`src/rtl/vpic_core.sv`:
```
module vpic_core #(
  parameter int NSRC  = 16,
  parameter int AW    = 32,
  parameter int DEPTH = 8
) (
  input  logic               clk,
  input  logic               rst_n,
  input  logic               bus_rd,
  input  logic               bus_wr,
  input  logic [2:0]         bus_addr,
  input  logic [AW-1:0]      bus_wdata,
  output logic [AW-1:0]      bus_rdata,
  input  logic [NSRC-1:0]    src_pend,
  input  logic [3*NSRC-1:0]  src_prio,
  input  logic [AW*NSRC-1:0] src_vec,
  input  logic [NSRC-1:0]    src_edge,
  input  logic               fast_req,
  output logic               irq,
  output logic               fiq,
  output logic [NSRC-1:0]    ack_clr
);
  localparam int SW = (NSRC > 1) ? $clog2(NSRC) : 1;
  localparam int IW = (DEPTH > 1) ? $clog2(DEPTH) : 1;
  localparam int CW = $clog2(DEPTH + 1);
  localparam logic [2:0] A_IVEC = 3'd0, A_FVEC = 3'd1, A_EOI = 3'd2, A_SPUR = 3'd3, A_DBG = 3'd4;

  logic [2:0]    lvl_stk [DEPTH];
  logic [CW-1:0] depth_q;
  logic [AW-1:0] spur_q, fvec_q;
  logic          prot_q;

  logic          empty;
  logic [2:0]    top_lvl;
  logic          win_ok;
  logic [SW-1:0] win_idx;
  logic [2:0]    win_lvl;
  logic          ack, push, pop;

  assign empty   = (depth_q == '0);
  assign top_lvl = empty ? 3'd0 : lvl_stk[IW'(depth_q - CW'(1))];

  always_comb begin
    win_ok  = 1'b0;
    win_idx = '0;
    win_lvl = '0;
    for (int i = 0; i < NSRC; i++) begin
      if (src_pend[i] && (empty || src_prio[3*i +: 3] > top_lvl) &&
          (!win_ok || src_prio[3*i +: 3] > win_lvl)) begin
        win_ok  = 1'b1;
        win_idx = SW'(i);
        win_lvl = src_prio[3*i +: 3];
      end
    end
  end

  assign irq = win_ok;
  assign fiq = fast_req;

  assign ack  = (bus_addr == A_IVEC) && ((bus_rd && !prot_q) || (bus_wr && prot_q));
  assign push = ack && win_ok && (depth_q < CW'(DEPTH));
  assign pop  = bus_wr && (bus_addr == A_EOI) && !empty && !push;
  assign ack_clr = (ack && win_ok && src_edge[win_idx]) ? (NSRC'(1) << win_idx) : '0;

  always_comb begin
    bus_rdata = '0;
    if (bus_rd) begin
      case (bus_addr)
        A_IVEC:  bus_rdata = win_ok ? src_vec[AW*win_idx +: AW] : spur_q;
        A_FVEC:  bus_rdata = fvec_q;
        A_SPUR:  bus_rdata = spur_q;
        A_DBG:   bus_rdata = AW'(prot_q);
        default: bus_rdata = '0;
      endcase
    end
  end

  always_ff @(posedge clk) begin
    if (push) lvl_stk[IW'(depth_q)] <= win_lvl;
  end

  always_ff @(posedge clk or negedge rst_n) begin
    if (!rst_n) begin
      depth_q <= '0;
      spur_q  <= '0;
      fvec_q  <= '0;
      prot_q  <= 1'b0;
    end else begin
      if (push)     depth_q <= depth_q + CW'(1);
      else if (pop) depth_q <= depth_q - CW'(1);
      if (bus_wr && bus_addr == A_FVEC) fvec_q <= bus_wdata;
      if (bus_wr && bus_addr == A_SPUR) spur_q <= bus_wdata;
      if (bus_wr && bus_addr == A_DBG)  prot_q <= bus_wdata[0];
    end
  end

  p_push_grows_r2: assert property (@(posedge clk) disable iff (!rst_n)
    (ack && win_ok && depth_q < CW'(DEPTH)) |=> (depth_q == $past(depth_q) + CW'(1)));

  p_nest_higher_r3: assert property (@(posedge clk) disable iff (!rst_n)
    (push && !empty) |=> (top_lvl > $past(top_lvl)));

  p_clr_single_r4: assert property (@(posedge clk) disable iff (!rst_n)
    $onehot0(ack_clr));

  p_clr_needs_ack_r4: assert property (@(posedge clk) disable iff (!rst_n)
    (ack_clr != '0) |-> (ack && irq));

  p_eoi_pops_r5: assert property (@(posedge clk) disable iff (!rst_n)
    (bus_wr && !bus_rd && bus_addr == A_EOI && !empty) |=> (depth_q == $past(depth_q) - CW'(1)));

  p_spur_quiet_r6: assert property (@(posedge clk) disable iff (!rst_n)
    (bus_rd && !bus_wr && bus_addr == A_IVEC && !irq) |=> $stable(depth_q));

  p_fast_follows_r7: assert property (@(posedge clk) disable iff (!rst_n)
    fiq == fast_req);

  p_protect_read_r8: assert property (@(posedge clk) disable iff (!rst_n)
    (prot_q && bus_rd && !bus_wr && bus_addr == A_IVEC) |=> $stable(depth_q));

  p_empty_pop_r9: assert property (@(posedge clk) disable iff (!rst_n)
    (empty && !bus_rd && bus_wr && bus_addr == A_EOI) |=> (depth_q == '0));

  p_no_overflow_r9: assert property (@(posedge clk) disable iff (!rst_n)
    depth_q <= CW'(DEPTH));
endmodule

```
`config.mk`:
```
export PLATFORM = sky130hd
export DESIGN_NAME = vpic_core
export DESIGN_NICKNAME = d
export VERILOG_FILES = /design/src/rtl/vpic_core.sv
export SDC_FILE = /design/constraint.sdc
export NUM_CORES = 1
export LEC_CHECK = 0
export BUFFER_PORTS_ARGS = -buffer_cell sky130_fd_sc_hd__buf_4
export CAP_MARGIN = 10
export CORE_AREA = 2 2 266 268
export DETAILED_ROUTE_END_ITERATION = 12
export DIE_AREA = 0 0 268 270
export PLACE_DENSITY = 0.49
export SYNTH_ARGS = -nofsm -noshare
export SYNTH_HDL_FRONTEND = slang
export SYNTH_SLANG_ARGS = --single-unit
```
`constraint.sdc`:
```
create_clock -name clk -period 73.1 [get_ports clk]
set_clock_uncertainty 0.15 [all_clocks]
set_input_delay 10.965 -clock clk [delete_from_list [all_inputs] [get_ports clk]]
set_output_delay 10.965 -clock clk [all_outputs]
set_load 0.01 [all_outputs]
```
==> impl_metrics.sql, run 1 <==
INSERT INTO impl_metrics (metric_group, metric, value, unit) VALUES
('yosys', 'synthTopCellsByCount', 'sky130_fd_sc_hd__mux2i_1 (159), sky130_fd_sc_hd__nand2_1 (127), sky130_fd_sc_hd__mux2_2 (110)', ''),
('sta', 'report.final.setup_viol', '0', ''),
('routing', 'drt-total-wl', '80.96', 'mm'),
('routing', 'drt-wirelength-per-cell', '26.79', 'µm'),
('yosys', 'synthDominantAreaCellType', 'sky130_fd_sc_hd__dfrtp_1', ''),
('yosys', 'share_of_the_yosys_chip_area_belonging_to_registers', '19.02', '%'),
('yosys', 'synth_top_cell_area_share', '13.42', '%'),
('place', 'dp_hpwl', '66.27', 'mm'),
('sta', 'final_period_minus_worst_setup_slack', '50680', 'ps'),
('clock_tree', 'clk_pin_slew', '60', 'ps'),
('routing', 'drt_pass1_iterations', '5', ''),
('clock_tree', 'cts.sink_count', '93', ''),
('setup_path', 'critical_path_class', 'input port to primary output', ''),
('floorplan', 'fp-row-count', '97', ''),
('routing', 'detailroute.via_count', '15500', ''),
('sta', 'post-route-worst-setup-slack', '22420', 'ps'),
('yosys', 'ys_warn_count', '0', ''),
('final_layout', 'final_cell_area', '19170', 'µm²'),
('yosys', 'avgSynthCellArea', '8.724', 'µm²'),
('setup_path', 'crit_required', '61980', 'ps'),
('sta', 'timing_worst_slew_pin_value', '1206', 'ps'),
('yosys', 'post_synth_instance_area', '12870', 'µm²'),
('floorplan', 'core_area', '69540', 'µm²'),
('grt', 'number_of_global_route_vias_before_repair', '15890', ''),
('clock_tree', 'cts_post_setup_buffers_inserted', '0', ''),
('grt', 'grt-busiest-layer', 'met2', ''),
('floorplan', 'horizontal_die_dimension', '268', 'µm'),
('grt', 'groute.layer.met1.usage', '27.09', '%'),
('yosys', 'ys_types', '100', ''),
('status', 'outcome', 'finished, final reports clean', ''),
('setup_path', 'cp-end-kind', 'primary output', ''),
('setup_path', 'crit_path_start_kind', 'input port', ''),
('yosys', 'cell_types_with_the_largest_area_share_after_synthesis', 'sky130_fd_sc_hd__dfrtp_1 (13%), sky130_fd_sc_hd__mux2i_1 (12%), sky130_fd_sc_hd__mux2_2 (9.6%), sky130_fd_sc_hd__ha_1 (7.2%), sky130_fd_sc_hd__edfxtp_1 (5.6%)', ''),
('grt', 'met2_usage', '35.70', '%'),
('final_layout', 'area.growth.synth_to_final', '48.94', '%'),
('routing', 'post_drt_via_cell_ratio', '5.127', ''),
('floorplan', 'ioPinCount', '682', ''),
('clock_tree', 'clock_latency', '350', 'ps'),
('grt', 'grt_first_pass_wirelength', '112.0', 'mm'),
('clock_tree', 'hold_buffers', '0', ''),
('yosys', 'ys_ff_latch', '93', ''),
('setup_path', 'cpLargestDelayFamily', 'compound AO/OA/AOI/OAI gates', ''),
('sta', 'timing.slew.headroom', '19.14', '%'),
('grt', 'grt_overflow_total', '0', ''),
('grt', 'gr-usage-all-layers', '21.37', '%'),
('sta', 'fmax', '0.01973', 'GHz'),
('sta', 'finalHoldViolations', '0', ''),
('place', 'placedInstanceArea', '18840', 'µm²'),
('yosys', 'ys.flop_type', 'sky130_fd_sc_hd__dfrtp_1', ''),
('routing', 'detail_route.iter0.violations', '1119', ''),
('grt', 'grt_start_max_net_pins', '70', ''),
('place', 'gp_congestion', '0.9205', ''),
('setup_path', 'worst_ep_arrival_time', '39570', 'ps'),
('yosys', 'number_of_nets_produced_by_synthesis', '2181', ''),
('sta', 'timing_max_transition_violations_final', '0', ''),
('clock_tree', 'cts_h_tree_depth', '3', ''),
('routing', 'remaining_drc_errors', '0', ''),
('place', 'port-buffer-count', '679', ''),
('final_layout', 'final_nets', '2780', ''),
('hold_path', 'hold_class', 'flop to flop', ''),
('sta', 'final.hold.worst_slack', '355.6', 'ps'),
('yosys', 'postSynth.asyncResetShare', '74.19', '%'),
('yosys', 'count_leader_synth', 'sky130_fd_sc_hd__mux2i_1', ''),
('grt', 'global_route.usage.met3', '5.753', '%'),
('sta', 'unrepaired_setup_endpoints_after_global_routing', 'false', ''),
('flow_run', 'cap_viol_max_count', '0', ''),
('clock_tree', 'cts_resized', '0', ''),
('sta', 'share_of_the_clock_period_used_by_the_worst_path', '69.33', '%'),
('setup_path', 'worstPathMaxFanout', '50', ''),
('setup_path', 'crit_path_max_incr_delay', '1000', 'ps'),
('setup_path', 'slowest_cell_on_crit_path', 'sky130_fd_sc_hd__and2_2', '');
-- layer usage --
layer	part of all wire, %	vias up	wire length (µm)
li1	-	6967	-
met1	42	7592	34000
met2	47	787	37850
met3	8.8	115	7105
met4	2.2	34	1772
met5	0.28	-	223
-- kinds of logic (layout without fill, tap and decap cells) --
logic type | count (synthesis) | after routing | share of synthesized area [%]
AOI/OAI and AO/OA | 481 | 481 | 28.91
and+or+nand+nor | 384 | 384 | 15.20
muxes | 281 | 281 | 23.68
buffers and inverters | 159 | 763 | 5.746
DFF | 93 | 93 | 19.02
adders and majority gates | 74 | 74 | 7.195
xor gates and xnor gates | 3 | 3 | 0.2626
other | 0 | 3 | 0
-- placed cells by master, fill, tap and decap left out, types with 10 or more instances in the layout --
cell,Yosys,routed
sky130_fd_sc_hd__buf_4,13,701
sky130_fd_sc_hd__mux2i_1,159,159
sky130_fd_sc_hd__nand2_1,127,123
sky130_fd_sc_hd__mux2_2,110,110
sky130_fd_sc_hd__o21ai_0,77,77
sky130_fd_sc_hd__ha_1,74,74
sky130_fd_sc_hd__dfrtp_1,69,69
sky130_fd_sc_hd__nand3_1,68,67
sky130_fd_sc_hd__a21oi_1,56,55
sky130_fd_sc_hd__nor2_1,48,47
sky130_fd_sc_hd__inv_1,45,45
sky130_fd_sc_hd__and3_1,45,45
sky130_fd_sc_hd__a31oi_1,38,38
sky130_fd_sc_hd__a211oi_1,36,36
sky130_fd_sc_hd__a22oi_1,34,34
sky130_fd_sc_hd__a22o_1,32,32
sky130_fd_sc_hd__o221ai_1,31,31
sky130_fd_sc_hd__a311o_1,30,30
sky130_fd_sc_hd__o211ai_2,29,29
sky130_fd_sc_hd__edfxtp_1,24,24
sky130_fd_sc_hd__nor3_1,16,16
sky130_fd_sc_hd__nor2b_1,15,15
sky130_fd_sc_hd__and2_1,16,14
sky130_fd_sc_hd__o21a_1,12,12
sky130_fd_sc_hd__a21o_1,12,11
sky130_fd_sc_hd__o211ai_1,11,11
sky130_fd_sc_hd__clkbuf_16,0,10
-- worst paths after layout --
path	start	endpoint	slack, ps	cells after the start
worst max-delay path	src_prio[2]	ack_clr[9]	22420	129
worst min-delay path	spur_q[2]	spur_q[2]	360	1
worst max register to register	depth_q[0]	lvl_stk[7][1]	44160	127
worst min register to register	spur_q[2]	spur_q[2]	360	1
max in group asynchronous	rst_n	prot_q	61580	1
min in group asynchronous	rst_n	spur_q[17]	10600	1
-- stage by stage --
| step | std cells | util, % |
|---|---|---|
| 2_1_floorplan | 1475 | - |
| 3_3_place_gp | 3003 | 27.09 |
| 3_5_place_dp | 3003 | 27.09 |
| 4_1_cts | 3019 | 27.55 |
| 5_1_grt | 3020 | 27.55 |
| 6_report | 3022 | 27.56 |
-- registers in the layout, indices dropped and copies added, names as in the netlist --
signal	cells
fvec_q	32
spur_q	32
depth_q	4
lvl_stk	24
prot_q	1
-- cell type report --
class,count,area (µm²)
tap,940,1176
fill,7629,50380
clock buffer,11,255.2
multi-input combinational,1223,9782
sequential,93,2447
antenna,3,7.507
clock inverter,5,62.56
timing repair buffer,701,5263
inverter,46,172.7
Power of run 1 is left out: the tool's default activity adds up to more than one toggle a clock period on the data nets, which glitch-free logic cannot reach.
==> run 2, diff against run 1 <==
--- a/config.mk
+++ b/config.mk
@@ -7,10 +7,10 @@
 export LEC_CHECK = 0
 export BUFFER_PORTS_ARGS = -buffer_cell sky130_fd_sc_hd__buf_4
 export CAP_MARGIN = 10
-export CORE_AREA = 2 2 266 268
+export CORE_AREA = 2 2 269 271
 export DETAILED_ROUTE_END_ITERATION = 12
-export DIE_AREA = 0 0 268 270
-export PLACE_DENSITY = 0.49
+export DIE_AREA = 0 0 271 273
+export PLACE_DENSITY = 0.48
 export SYNTH_ARGS = -nofsm -noshare
 export SYNTH_HDL_FRONTEND = slang
 export SYNTH_SLANG_ARGS = --single-unit
==> constraint.sdc (replaced) <==
create_clock -name clk -period 49.3 [get_ports clk]
set_clock_uncertainty 0.15 [all_clocks]
set_input_delay 7.395 -clock clk [delete_from_list [all_inputs] [get_ports clk]]
set_output_delay 7.395 -clock clk [all_outputs]
set_load 0.01 [all_outputs]
==> impl_metrics.sql, run 2 (synthesis results as in run 1) <==
INSERT INTO impl_metrics (metric_group, metric, value, unit) VALUES
('status', 'outcome', 'finished, final reports clean', ''),
('setup_path', 'worstPathMaxFanout', '57', ''),
('setup_path', 'crit_path_start_kind', 'input port', ''),
('floorplan', 'horizontal_die_dimension', '271', 'µm'),
('floorplan', 'fp-row-count', '98', ''),
('grt', 'grt_overflow_total', '0', ''),
('sta', 'timing.setup.tns', '0', 'ps'),
('sta', 'timing.slew.headroom', '18.74', '%'),
('sta', 'share_of_the_clock_period_used_by_the_worst_path', '87.90', '%'),
('final_layout', 'layout_common_cells', 'sky130_fd_sc_hd__buf_4 (703), sky130_fd_sc_hd__mux2i_1 (159), sky130_fd_sc_hd__nand2_1 (123)', ''),
('setup_path', 'slowest_cell_on_crit_path', 'sky130_fd_sc_hd__mux2i_1', ''),
('setup_path', 'crit_start', 'src_prio[2]', ''),
('clock_tree', 'cts_tree', 'built', ''),
('setup_path', 'cpLargestDelayFamily', 'compound AO/OA/AOI/OAI gates', ''),
('final_layout', 'proportion_of_layout_cells_with_a_drive_suffix_above_1', '44.50', '%'),
('clock_tree', 'hold_buffers', '0', ''),
('place', 'dp_hpwl', '64.36', 'mm'),
('clock_tree', 'clk_pin_slew', '70', 'ps'),
('setup_path', 'critical_path_class', 'input port to primary output', ''),
('floorplan', 'core_area', '71000', 'µm²'),
('floorplan', 'initial_core_util', '18.13', '%'),
('floorplan', 'ioPinCount', '682', ''),
('clock_tree', 'cts_inserted_buffers', '9', ''),
('flow_run', 'cap_viol_max_count', '0', ''),
('routing', 'drt-wirelength-per-cell', '26.21', 'µm'),
('grt', 'number_of_global_route_vias_before_repair', '15720', ''),
('sta', 'final_period_minus_worst_setup_slack', '43330', 'ps'),
('clock_tree', 'cts.sink_count', '93', ''),
('routing', 'drt.antenna.violating_nets', '0', ''),
('sta', 'post-route-worst-setup-slack', '5967', 'ps'),
('final_layout', 'layout.filler_cells', '7685', ''),
('clock_tree', 'cts_post_setup_buffers_inserted', '0', ''),
('sta', 'fmax', '0.02308', 'GHz'),
('sta', 'unrepaired_setup_endpoints_after_global_routing', 'false', ''),
('clock_tree', 'cts_h_tree_depth', '3', ''),
('routing', 'drt_pass1_iterations', '5', ''),
('setup_path', 'crit_required', '41760', 'ps'),
('sta', 'report.final.setup_viol', '0', ''),
('clock_tree', 'cts_root_buffer', 'sky130_fd_sc_hd__clkbuf_16', ''),
('sta', 'final.hold.worst_slack', '356.6', 'ps'),
('setup_path', 'worstPathBufferInverterCount', '8', ''),
('final_layout', 'final_nets', '2782', ''),
('routing', 'remaining_drc_errors', '0', ''),
('routing', 'detail_route.iter0.violations', '1170', ''),
('clock_tree', 'clock_latency', '350', 'ps'),
('grt', 'grt_start_max_net_pins', '70', ''),
('grt', 'gr-usage-all-layers', '20.21', '%'),
('setup_path', 'worst_r2r_startpoint', 'depth_q[0]', ''),
('final_layout', 'area.growth.synth_to_final', '48.90', '%'),
('final_layout', 'layout_commonest_cell', 'sky130_fd_sc_hd__buf_4', ''),
('setup_path', 'critical-path-top-cell-by-count', 'sky130_fd_sc_hd__a21oi_1', ''),
('setup_path', 'crit_path_max_incr_delay', '910', 'ps'),
('grt', 'antenna_violations_before_repair', '18', ''),
('routing', 'drt-total-wl', '79.54', 'mm'),
('routing', 'post_drt_via_cell_ratio', '5.122', ''),
('clock_tree', 'cts-root-to-sink-buffers', '2', ''),
('final_layout', 'utilization', '26.99', '%'),
('setup_path', 'worst_ep_arrival_time', '35790', 'ps'),
('floorplan', 'fp.dieArea', '73980', 'µm²'),
('hold_path', 'min_from', 'spur_q[5]', ''),
('floorplan', 'chipHeight', '273', 'µm'),
('place', 'dpl_worst_slack', '6684', 'ps'),
('clock_tree', 'cts_resized', '0', ''),
('place', 'port-buffer-count', '679', ''),
('final_layout', 'top_regs', 'fvec_q x32, spur_q x32, lvl_stk x24', ''),
('sta', 'timing_worst_slew_pin_value', '1219', 'ps'),
('sta', 'timing_max_transition_violations_final', '0', ''),
('routing', 'detailroute.via_count', '15550', ''),
('grt', 'grt_first_pass_wirelength', '109.9', 'mm'),
('sta', 'finalHoldViolations', '0', ''),
('place', 'gp_congestion', '0.9211', ''),
('setup_path', 'cp-end-kind', 'primary output', ''),
('hold_path', 'hold_class', 'flop to flop', '');
[run 2: per-layer routing]
layer	up-vias	share of wire, %	track usage [%]
li1	6976	-	-
met1	7666	42	25.81
met2	791	47	34.19
met3	89	9.4	5.702
met4	24	1.4	3.359
met5	-	0.19	0
[run 2: area by class of cell]
| class | instances | area (µm²) | share of cell area (%) |
|---|---|---|---|
| clock inverters | 7 | 57.56 | 0.3004 |
| inverters | 46 | 172.7 | 0.9011 |
| clock buffers | 9 | 225.2 | 1.175 |
| diodes | 4 | 10.01 | 0.05224 |
| flip-flops and latches | 93 | 2447 | 12.77 |
| multi-input cells | 1223 | 9782 | 51.05 |
| repair buffers | 703 | 5278 | 27.54 |
| well taps | 950 | 1189 | 6.203 |
[run 2: stage by stage]
step / instance area [µm²] / instances
2_1_floorplan: 12870 / 1475
3_3_place_gp: 18870 / 3015
3_5_place_dp: 18870 / 3015
4_1_cts: 19150 / 3031
5_1_grt: 19150 / 3032
6_report: 19160 / 3035
[run 2: final timing paths]
kind / end / slack (ps) / cells after the start
max: bus_rdata[23] / 5970 / 128
min: spur_q[5] / 360 / 1
max reg2reg: lvl_stk[4][1] / 20750 / 127
min reg2reg: spur_q[5] / 360 / 1
max in group asynchronous: spur_q[0] / 41350 / 1
min in group asynchronous: fvec_q[14] / 7030 / 1
Power of run 2 is left out for the same reason.
